$ cat src/rtl/lsq_ring_pkg.sv
package lsq_ring_pkg;

    typedef enum logic [0:0] {
        WB_IDLE = 1'b0,
        WB_WAIT = 1'b1
    } wb_state_e;

    // forward step on a ring of 'slots' entries, explicit wrap
    function automatic int ring_fwd(input int p, input int n, input int slots);
        int s;
        s = p + n;
        if (s >= slots) s = s - slots;
        return s;
    endfunction

    // backward step on a ring of 'slots' entries, explicit wrap
    function automatic int ring_back(input int p, input int n, input int slots);
        int s;
        s = p - n;
        if (s < 0) s = s + slots;
        return s;
    endfunction

endpackage

$ cat src/rtl/lsq_load_ring.sv
module lsq_load_ring
    import lsq_ring_pkg::*;
#(
    parameter int SLOTS = 8,
    parameter int SEQ_W = 16,
    parameter int TAG_W = 6,
    localparam int IDX_W = (SLOTS > 1) ? $clog2(SLOTS) : 1,
    localparam int CNT_W = $clog2(SLOTS + 1)
) (
    input  logic             clk,
    input  logic             rst_n,
    input  logic             ins_vld,
    input  logic [TAG_W-1:0] ins_tag,
    input  logic [SEQ_W-1:0] ins_seq,
    input  logic             commit_vld,
    input  logic [SEQ_W-1:0] commit_seq,
    input  logic             squash_vld,
    input  logic [SEQ_W-1:0] squash_seq,
    output logic [IDX_W-1:0] ins_idx,
    output logic [CNT_W-1:0] cnt,
    output logic             full,
    output logic [SEQ_W-1:0] head_seq,
    output logic [TAG_W-1:0] head_tag
);

    logic [SLOTS-1:0] vld_q;
    logic [SEQ_W-1:0] seq_q [SLOTS];
    logic [TAG_W-1:0] tag_q [SLOTS];
    logic [IDX_W-1:0] head_q, tail_q;
    logic [CNT_W-1:0] cnt_q;

    logic [SLOTS-1:0] retire_m, kill_m;
    logic [CNT_W-1:0] n_ret, n_kill;
    logic             accept;

    always_comb begin
        n_ret  = '0;
        n_kill = '0;
        for (int i = 0; i < SLOTS; i++) begin
            retire_m[i] = commit_vld && vld_q[i] && (seq_q[i] < commit_seq);
            kill_m[i]   = squash_vld && vld_q[i] && (seq_q[i] > squash_seq);
            n_ret  = n_ret  + CNT_W'(retire_m[i]);
            n_kill = n_kill + CNT_W'(kill_m[i]);
        end
    end

    assign full   = (cnt_q >= CNT_W'(SLOTS - 1));
    assign accept = ins_vld && !full && !squash_vld;

    always_ff @(posedge clk or negedge rst_n) begin
        if (!rst_n) begin
            vld_q  <= '0;
            head_q <= '0;
            tail_q <= '0;
            cnt_q  <= '0;
            for (int i = 0; i < SLOTS; i++) begin
                seq_q[i] <= '0;
                tag_q[i] <= '0;
            end
        end else begin
            for (int i = 0; i < SLOTS; i++) begin
                if (retire_m[i] || kill_m[i]) vld_q[i] <= 1'b0;
            end
            if (accept) begin
                vld_q[tail_q] <= 1'b1;
                seq_q[tail_q] <= ins_seq;
                tag_q[tail_q] <= ins_tag;
                tail_q <= IDX_W'(ring_fwd(int'(tail_q), 1, SLOTS));
            end else begin
                tail_q <= IDX_W'(ring_back(int'(tail_q), int'(n_kill), SLOTS));
            end
            head_q <= IDX_W'(ring_fwd(int'(head_q), int'(n_ret), SLOTS));
            cnt_q  <= cnt_q + CNT_W'(accept) - n_ret - n_kill;
        end
    end

    assign ins_idx  = tail_q;
    assign cnt      = cnt_q;
    assign head_seq = vld_q[head_q] ? seq_q[head_q] : '0;
    assign head_tag = vld_q[head_q] ? tag_q[head_q] : '0;

    // occupancy never exceeds the usable capacity
    p_ld_cap_r1: assert property (@(posedge clk) disable iff (!rst_n)
        cnt_q <= CNT_W'(SLOTS - 1));

    // an insert into a full ring adds nothing
    p_ld_full_hold_r2: assert property (@(posedge clk) disable iff (!rst_n)
        (full && ins_vld && !commit_vld && !squash_vld) |=> (cnt_q == $past(cnt_q)));

    // after a commit no remaining load is older than the commit point
    p_ld_retire_r4: assert property (@(posedge clk) disable iff (!rst_n)
        (commit_vld && !squash_vld) |=> (head_seq == '0 || head_seq >= $past(commit_seq)));

endmodule

$ cat src/rtl/lsq_store_ring.sv
module lsq_store_ring
    import lsq_ring_pkg::*;
#(
    parameter int SLOTS  = 8,
    parameter int SEQ_W  = 16,
    parameter int TAG_W  = 6,
    parameter int DATA_W = 32,
    parameter int SIZE_W = 4,
    localparam int IDX_W = (SLOTS > 1) ? $clog2(SLOTS) : 1,
    localparam int CNT_W = $clog2(SLOTS + 1)
) (
    input  logic              clk,
    input  logic              rst_n,
    input  logic              ins_vld,
    input  logic [TAG_W-1:0]  ins_tag,
    input  logic [SEQ_W-1:0]  ins_seq,
    input  logic              wr_vld,
    input  logic [IDX_W-1:0]  wr_idx,
    input  logic [SIZE_W-1:0] wr_size,
    input  logic [DATA_W-1:0] wr_data,
    input  logic              commit_vld,
    input  logic [SEQ_W-1:0]  commit_seq,
    input  logic              squash_vld,
    input  logic [SEQ_W-1:0]  squash_seq,
    input  logic              issue,
    input  logic              complete,
    output logic              cand_ok,
    output logic [IDX_W-1:0]  ins_idx,
    output logic [IDX_W-1:0]  wb_idx,
    output logic [TAG_W-1:0]  wb_tag,
    output logic [SIZE_W-1:0] wb_size,
    output logic [DATA_W-1:0] wb_data,
    output logic [CNT_W-1:0]  cnt,
    output logic [CNT_W-1:0]  pending,
    output logic              full,
    output logic [SEQ_W-1:0]  head_seq
);

    logic [SLOTS-1:0]  vld_q, cm_q, hd_q, cwb_q, done_q;
    logic [SEQ_W-1:0]  seq_q  [SLOTS];
    logic [TAG_W-1:0]  tag_q  [SLOTS];
    logic [SIZE_W-1:0] size_q [SLOTS];
    logic [DATA_W-1:0] data_q [SLOTS];
    logic [IDX_W-1:0]  head_q, tail_q, wbp_q, busy_q;
    logic [CNT_W-1:0]  cnt_q, pend_q;

    logic [SLOTS-1:0]  cm_hit, kill_m, wr_hit;
    logic [CNT_W-1:0]  n_cm, n_kill;
    logic              accept, free_head;

    always_comb begin
        n_cm   = '0;
        n_kill = '0;
        for (int i = 0; i < SLOTS; i++) begin
            cm_hit[i] = commit_vld && vld_q[i] && !cm_q[i] && (seq_q[i] < commit_seq);
            kill_m[i] = squash_vld && vld_q[i] && !cm_q[i] && (seq_q[i] > squash_seq);
            wr_hit[i] = wr_vld && vld_q[i] && (wr_idx == IDX_W'(i));
            n_cm   = n_cm   + CNT_W'(cm_hit[i]);
            n_kill = n_kill + CNT_W'(kill_m[i]);
        end
    end

    assign full      = (cnt_q >= CNT_W'(SLOTS - 1));
    assign accept    = ins_vld && !full && !squash_vld;
    assign free_head = vld_q[head_q] && done_q[head_q];

    always_ff @(posedge clk or negedge rst_n) begin
        if (!rst_n) begin
            vld_q  <= '0;
            cm_q   <= '0;
            hd_q   <= '0;
            cwb_q  <= '0;
            done_q <= '0;
            head_q <= '0;
            tail_q <= '0;
            wbp_q  <= '0;
            busy_q <= '0;
            cnt_q  <= '0;
            pend_q <= '0;
            for (int i = 0; i < SLOTS; i++) begin
                seq_q[i]  <= '0;
                tag_q[i]  <= '0;
                size_q[i] <= '0;
                data_q[i] <= '0;
            end
        end else begin
            for (int i = 0; i < SLOTS; i++) begin
                if (kill_m[i] || (free_head && head_q == IDX_W'(i))) begin
                    vld_q[i]  <= 1'b0;
                    cm_q[i]   <= 1'b0;
                    hd_q[i]   <= 1'b0;
                    cwb_q[i]  <= 1'b0;
                    done_q[i] <= 1'b0;
                end else if (accept && tail_q == IDX_W'(i)) begin
                    vld_q[i]  <= 1'b1;
                    seq_q[i]  <= ins_seq;
                    tag_q[i]  <= ins_tag;
                    size_q[i] <= '0;
                    data_q[i] <= '0;
                    cm_q[i]   <= 1'b0;
                    hd_q[i]   <= 1'b0;
                    cwb_q[i]  <= 1'b0;
                    done_q[i] <= 1'b0;
                end else if (vld_q[i]) begin
                    if (wr_hit[i]) begin
                        size_q[i] <= wr_size;
                        data_q[i] <= wr_data;
                        hd_q[i]   <= 1'b1;
                    end
                    cm_q[i]  <= cm_q[i] | cm_hit[i];
                    cwb_q[i] <= (cm_q[i] | cm_hit[i]) && (hd_q[i] | wr_hit[i]);
                    if (complete && busy_q == IDX_W'(i)) done_q[i] <= 1'b1;
                end
            end
            if (accept)
                tail_q <= IDX_W'(ring_fwd(int'(tail_q), 1, SLOTS));
            else
                tail_q <= IDX_W'(ring_back(int'(tail_q), int'(n_kill), SLOTS));
            if (free_head)
                head_q <= IDX_W'(ring_fwd(int'(head_q), 1, SLOTS));
            if (issue) begin
                wbp_q  <= IDX_W'(ring_fwd(int'(wbp_q), 1, SLOTS));
                busy_q <= wbp_q;
            end
            cnt_q  <= cnt_q + CNT_W'(accept) - CNT_W'(free_head) - n_kill;
            pend_q <= pend_q + n_cm - CNT_W'(complete);
        end
    end

    assign cand_ok  = vld_q[wbp_q] && cwb_q[wbp_q] && !done_q[wbp_q];
    assign ins_idx  = tail_q;
    assign wb_idx   = wbp_q;
    assign wb_tag   = tag_q[wbp_q];
    assign wb_size  = size_q[wbp_q];
    assign wb_data  = data_q[wbp_q];
    assign cnt      = cnt_q;
    assign pending  = pend_q;
    assign head_seq = vld_q[head_q] ? seq_q[head_q] : '0;

    // occupancy never exceeds the usable capacity
    p_st_cap_r1: assert property (@(posedge clk) disable iff (!rst_n)
        cnt_q <= CNT_W'(SLOTS - 1));

    // an insert into a full ring adds nothing
    p_st_full_hold_r2: assert property (@(posedge clk) disable iff (!rst_n)
        (full && ins_vld && !squash_vld) |=> (cnt_q <= $past(cnt_q)));

    // committed-but-incomplete stores are a subset of the held stores
    p_pend_le_cnt_r5: assert property (@(posedge clk) disable iff (!rst_n)
        pend_q <= cnt_q);

    // only a committed store with data is ever written back
    p_issue_has_data_r8: assert property (@(posedge clk) disable iff (!rst_n)
        issue |-> (cm_q[wbp_q] && hd_q[wbp_q]));

endmodule

$ cat src/rtl/lsq_wb_fsm.sv
module lsq_wb_fsm
    import lsq_ring_pkg::*;
(
    input  logic clk,
    input  logic rst_n,
    input  logic cand_ok,
    input  logic cache_blocked,
    input  logic wb_ack,
    output logic issue,
    output logic complete
);

    wb_state_e state_q, state_d;

    always_ff @(posedge clk or negedge rst_n) begin
        if (!rst_n) state_q <= WB_IDLE;
        else        state_q <= state_d;
    end

    always_comb begin
        issue    = 1'b0;
        complete = 1'b0;
        state_d  = state_q;
        unique case (state_q)
            WB_IDLE: begin
                issue = cand_ok && !cache_blocked;
                if (issue) state_d = WB_WAIT;
            end
            WB_WAIT: begin
                complete = wb_ack;
                if (wb_ack) state_d = WB_IDLE;
            end
            default: state_d = WB_IDLE;
        endcase
    end

    // nothing is offered while the cache port is blocked
    p_no_issue_blocked_r6: assert property (@(posedge clk) disable iff (!rst_n)
        cache_blocked |-> !issue);

    // a write-back is never followed directly by another
    p_single_outst_r7: assert property (@(posedge clk) disable iff (!rst_n)
        issue |=> !issue);

endmodule

$ cat src/rtl/lsq_ring_mgr.sv
module lsq_ring_mgr
    import lsq_ring_pkg::*;
#(
    parameter int LD_SLOTS = 8,
    parameter int ST_SLOTS = 8,
    parameter int SEQ_W    = 16,
    parameter int TAG_W    = 6,
    parameter int DATA_W   = 32,
    parameter int SIZE_W   = 4,
    localparam int LD_IDX_W = (LD_SLOTS > 1) ? $clog2(LD_SLOTS) : 1,
    localparam int ST_IDX_W = (ST_SLOTS > 1) ? $clog2(ST_SLOTS) : 1,
    localparam int LD_CNT_W = $clog2(LD_SLOTS + 1),
    localparam int ST_CNT_W = $clog2(ST_SLOTS + 1),
    localparam int FREE_W   = (LD_CNT_W > ST_CNT_W) ? LD_CNT_W : ST_CNT_W
) (
    input  logic                clk,
    input  logic                rst_n,
    input  logic                ld_ins_vld,
    input  logic [TAG_W-1:0]    ld_ins_tag,
    input  logic [SEQ_W-1:0]    ld_ins_seq,
    output logic [LD_IDX_W-1:0] ld_ins_idx,
    input  logic                st_ins_vld,
    input  logic [TAG_W-1:0]    st_ins_tag,
    input  logic [SEQ_W-1:0]    st_ins_seq,
    output logic [ST_IDX_W-1:0] st_ins_idx,
    input  logic                st_wr_vld,
    input  logic [ST_IDX_W-1:0] st_wr_idx,
    input  logic [SIZE_W-1:0]   st_wr_size,
    input  logic [DATA_W-1:0]   st_wr_data,
    input  logic                commit_vld,
    input  logic [SEQ_W-1:0]    commit_seq,
    input  logic                squash_vld,
    input  logic [SEQ_W-1:0]    squash_seq,
    input  logic                cache_blocked,
    input  logic                wb_ack,
    output logic                wb_vld,
    output logic [ST_IDX_W-1:0] wb_idx,
    output logic [TAG_W-1:0]    wb_tag,
    output logic [SIZE_W-1:0]   wb_size,
    output logic [DATA_W-1:0]   wb_data,
    output logic [LD_CNT_W-1:0] ld_cnt,
    output logic [ST_CNT_W-1:0] st_cnt,
    output logic [ST_CNT_W-1:0] st_pending,
    output logic                ld_full,
    output logic                st_full,
    output logic                any_full,
    output logic [FREE_W-1:0]   free_cnt,
    output logic [SEQ_W-1:0]    ld_head_seq,
    output logic [TAG_W-1:0]    ld_head_tag,
    output logic [SEQ_W-1:0]    st_head_seq
);

    logic cand_ok, issue, complete;

    lsq_load_ring #(.SLOTS(LD_SLOTS), .SEQ_W(SEQ_W), .TAG_W(TAG_W)) u_ld (
        .clk        (clk),
        .rst_n      (rst_n),
        .ins_vld    (ld_ins_vld),
        .ins_tag    (ld_ins_tag),
        .ins_seq    (ld_ins_seq),
        .commit_vld (commit_vld),
        .commit_seq (commit_seq),
        .squash_vld (squash_vld),
        .squash_seq (squash_seq),
        .ins_idx    (ld_ins_idx),
        .cnt        (ld_cnt),
        .full       (ld_full),
        .head_seq   (ld_head_seq),
        .head_tag   (ld_head_tag)
    );

    lsq_store_ring #(.SLOTS(ST_SLOTS), .SEQ_W(SEQ_W), .TAG_W(TAG_W),
                     .DATA_W(DATA_W), .SIZE_W(SIZE_W)) u_st (
        .clk        (clk),
        .rst_n      (rst_n),
        .ins_vld    (st_ins_vld),
        .ins_tag    (st_ins_tag),
        .ins_seq    (st_ins_seq),
        .wr_vld     (st_wr_vld),
        .wr_idx     (st_wr_idx),
        .wr_size    (st_wr_size),
        .wr_data    (st_wr_data),
        .commit_vld (commit_vld),
        .commit_seq (commit_seq),
        .squash_vld (squash_vld),
        .squash_seq (squash_seq),
        .issue      (issue),
        .complete   (complete),
        .cand_ok    (cand_ok),
        .ins_idx    (st_ins_idx),
        .wb_idx     (wb_idx),
        .wb_tag     (wb_tag),
        .wb_size    (wb_size),
        .wb_data    (wb_data),
        .cnt        (st_cnt),
        .pending    (st_pending),
        .full       (st_full),
        .head_seq   (st_head_seq)
    );

    lsq_wb_fsm u_fsm (
        .clk           (clk),
        .rst_n         (rst_n),
        .cand_ok       (cand_ok),
        .cache_blocked (cache_blocked),
        .wb_ack        (wb_ack),
        .issue         (issue),
        .complete      (complete)
    );

    assign wb_vld   = issue;
    assign any_full = ld_full | st_full;

    always_comb begin
        int ld_free, st_free;
        ld_free  = (LD_SLOTS - 1) - int'(ld_cnt);
        st_free  = (ST_SLOTS - 1) - int'(st_cnt);
        free_cnt = FREE_W'((ld_free < st_free) ? ld_free : st_free);
    end

    // an empty load ring reports a zero head sequence
    p_head_zero_r10: assert property (@(posedge clk) disable iff (!rst_n)
        (ld_cnt == '0) |-> (ld_head_seq == '0));

    // full flag and free count agree
    p_full_free_r3: assert property (@(posedge clk) disable iff (!rst_n)
        any_full |-> (free_cnt == '0));

endmodule

$ cat config.mk
export PLATFORM = sky130hd
export DESIGN_NAME = lsq_ring_mgr
export DESIGN_NICKNAME = d
export VERILOG_FILES = /design/src/rtl/lsq_ring_pkg.sv /design/src/rtl/lsq_load_ring.sv /design/src/rtl/lsq_store_ring.sv /design/src/rtl/lsq_wb_fsm.sv /design/src/rtl/lsq_ring_mgr.sv
export SDC_FILE = /design/constraint.sdc
export NUM_CORES = 2
export LEC_CHECK = 0
export CAP_MARGIN = 0
export CELL_PAD_IN_SITES_DETAIL_PLACEMENT = 2
export CELL_PAD_IN_SITES_GLOBAL_PLACEMENT = 2
export CORE_MARGIN = 2
export CORE_UTILIZATION = 25
export CTS_CLUSTER_SIZE = 40
export DETAILED_ROUTE_END_ITERATION = 10
export GPL_TIMING_DRIVEN = 0
export PLACE_DENSITY = 0.5
export SLEW_MARGIN = 20
export SYNTH_ARGS = -nofsm -noshare
export SYNTH_HDL_FRONTEND = slang
export SYNTH_SLANG_ARGS = --single-unit
$ cat constraint.sdc
create_clock -name clk -period 9.2 [get_ports clk]
set_input_delay 2.76 -clock clk [delete_from_list [all_inputs] [get_ports clk]]
set_output_delay 2.76 -clock clk [all_outputs]
set_load 0.02 [all_outputs]
==> results.md <==
- Hpwl dp: between 100000 and 150000 um
- Setup crit start kind: input pin
- Vias in the first global route: 36340
- Area growth from synthesis to final layout: 21.91%
- Vias: about 33000
- Share of the synthesized area in the top cell type: 40.45%
- Full die area: roughly 0.18 mm2
- Crit path required time: between 9 and 10 ns
- Crit end category: register
- Logic pwr share: between 40% and 50%
- 1st-iter DRT viols: about 1800
- Share of post-route cells with drive strength above 1: between 20% and 30%
- Sequential area share after synthesis: around 40%
- Top area cells in the synthesized netlist: dfrtp_1, ha_1, mux2_2
- Max incr delay on CP: about 0.60 ns
- Syn. warnings: 0
- Drt pass-1 iters: 5
- CTS tree: built
- CTS H-tree depth: 3
- WL/cell: a little under 30 um
- Post-synth EDFFs: 0
- Maximum clock rate: about 0.11 GHz
- Core area: roughly 0.18 mm2
- Io pins: around 230
- Crit Path Class: input pin to register
- Internal power: 10.90 mW
- Fillers: 18750
- Via density: 5.153
- Ys async rst share: 100.0%
- Critical path's most frequent cell: fa_1
- Net count after synthesis: about 4300
- Routed Antenna Nets: 0
- Gate Count Post-Synth: 3657
- Crit-path slowest cell: a211oi_1
- Leakage power: 24.63 nW
- Tcrit/Tclk final: 98.16%
- Count of pins over their slew limit: 0
- Fin Clk Skew: 0.05844 ns
- Gr ovfl total: 0
- Hold buffers post-CTS: 0
- Final setup violation count: 0
- Multi-input logic area: 0.02525 mm2
- Initial Utilization: 25.20%
- Hold Path Class: register to register
- Yosys cell types: 85
- Worst hold slack: between 0.4 and 0.5 ns
- Clock power frac: 21.6%
- Die Y: ~430 um
- Period minus WS final: 9.030 ns
- Synthesized area per cell: around 12 um2
- Maximum buffer depth of the clock tree: 3
- Status: finished clean
- Total CTS buffers: 95
- Slew @ Worst Pin: around 1.2 ns
- Slew HR: between 10% and 20%
- Mapped Area: approximately 0.044 mm2
- Post-layout util: 30.72%
- Post-synth top area cell: dfrtp_1
- Dpl ws: -1.803 ns
- Worst Setup Slack, final: roughly 0.17 ns
- Max-cap violations: 0
- Global-route wire length before repair: between 200000 and 300000 um
- FF+latch area: between 0.015 and 0.02 mm2
- RePlAce Congestion: 0.7815
- Critical path arrival: 9.61 ns
- Seq pwr share: 31.6%
- Largest net degree at the start of global routing: 120
- Row cnt: between 150 and 200
- Crit path max fanout: 7
- Port bufs: slightly below 200
- Max VDD drop: between 0.15 and 0.2 mV
- CTS root buffer: clkbuf_16
- Worst-Skew Late Latency: 0.75 ns
- Initial antenna violation count: 26
- Sw Share: between 40 and 50%
- # DRC: 0
- Fin nets: about 4800
- Post-Route WL: around 190000 um
- Ys flop type: dfrtp_1
- Switching pwr: 7.375 mW
- Pwr Density: approximately 340 mW/mm2
- Sink Count: 719
- Hold Vio Cnt, Final: 0
- Unrepaired setup endpoints after global routing: false
- Clk pin slew, worst setup/hold paths: 0.06 ns
- GRT Overall Usage: 20.79%
- Chip Width: 425.8 um
- Seq cells post-synth: 719
-- cell usage after synthesis (all sizes together) (37+ instances only) --
cell    count
inv       143
nand4      70
dfrtp     719
nor2b      37
o21ai     100
a22o      288
a21oi     193
a21o       58
nand3      37
mux4      166
mux2      389
clkbuf     52
ha        536
nor2      121
nand2     178
nor3       38
buf       144
-- sequential cells by signal, summed over array words and instances (netlist names), 32 cells and up --
| name | cells |
|---|---|
| u_st.tag_q | 48 |
| u_st.data_q | 256 |
| u_ld.tag_q | 48 |
| u_st.size_q | 32 |
| u_ld.seq_q | 128 |
| u_st.seq_q | 128 |
-- what timing repair did --
action	4_1_cts	5_1_grt
resized for setup	38	33
cloned	0	0
setup buffers	58	55
endpoints found under the setup margin	7	4
endpoints found under the hold margin	0	0
pin swaps	0	8
-- final cells by class --
type / instances / share of cell area [%]
Timing Repair Buffer: 321 / 5.841
Clock buffer: 135 / 5.031
Buffer: 196 / 1.742
Multi-Input combinational cell: 2598 / 46.57
Tap cell: 2340 / 5.400
Sequential cell: 719 / 33.18
Antenna cell: 4 / 0.01846
Inverter: 144 / 1.205
Clock inverter: 38 / 1.011
-- placed cells by master, fill, tap and decap left out, types with 110 or more instances in the layout --
cell type        netlist  layout
nand2_1              178     178
a21oi_1              193     189
ha_1                 536     535
dfrtp_1              719     719
mux4_2               166     166
inv_1                140     110
clkdlybuf4s50_1        0     193
nor2_1               119     119
mux2_2               364     364
a22o_1               288     288
-- per-stage QoR --
stage          instances    TNS, ns  power, mW  cell area [um2]
2_1_floorplan       3657          0      10.81            44480
3_3_place_gp        6192          -      14.06            49360
3_5_place_dp        6205     -11.42      14.33            49640
4_1_cts             6436  -0.005633      18.48            53620
5_1_grt             6493          0      19.62            54210
6_report            6495          0      18.28            54220
-- worst paths after layout --
kind,start,to,slack [ns],depth (start not counted)
hold reg to reg,u_st.hd_q[2],u_st.hd_q[2],0.49,2
hold / removal,u_st.hd_q[2],u_st.hd_q[2],0.49,2
setup / recovery,squash_seq[9],u_ld.cnt[3],0.17,25
setup reg to reg,u_ld.seq_q[114],u_ld.cnt[3],2.66,24
min in group asynchronous,rst_n,u_st.data_q[231],1.94,1
max in group asynchronous,rst_n,u_ld.tag_q[44],5.57,3
-- layer usage --
layer / up-vias / GRT usage [%] / routed length, um / share of wire [%]
met2: 576 / 30.66 / 80720 / 43
met1: 17810 / 31.01 / 94560 / 50
li1: 14820 / - / - / -
met5: - / 0 / 124 / 0.066
met3: 240 / 3.365 / 7597 / 4.0
met4: 22 / 5.954 / 5398 / 2.9
-- worst max-delay path, delay by kind of cell --
family	cells	cell delay [ns]
compound gates	4	1.52
xor+xnor	3	0.43
fa+ha+maj	9	3.49
buf+inv	8	1.34
simple gates	1	0.06
-- kinds of logic after synthesis --
group	share of synthesized area [%]
compound gates	13.37
buf+inv	3.311
simple gates	6.940
fa+ha+maj	16.29
mux	19.10
xor+xnor	0.5317
flops	40.45
-- power by group through the flow --
| stage | Clock [mW] | Sequential (mW) | Combinational [mW] |
|---|---|---|---|
| after floorplan | 0 | 5.27 | 5.54 |
| after detailed placement | 0 | 5.80 | 8.52 |
| after global placement | 0 | 5.82 | 8.24 |
| final | 3.95 | 5.77 | 8.56 |
| after global routing | 4.20 | 5.96 | 9.46 |
| after CTS | 4.09 | 5.77 | 8.62 |
No activity file was read; power rests on OpenSTA's default activity.
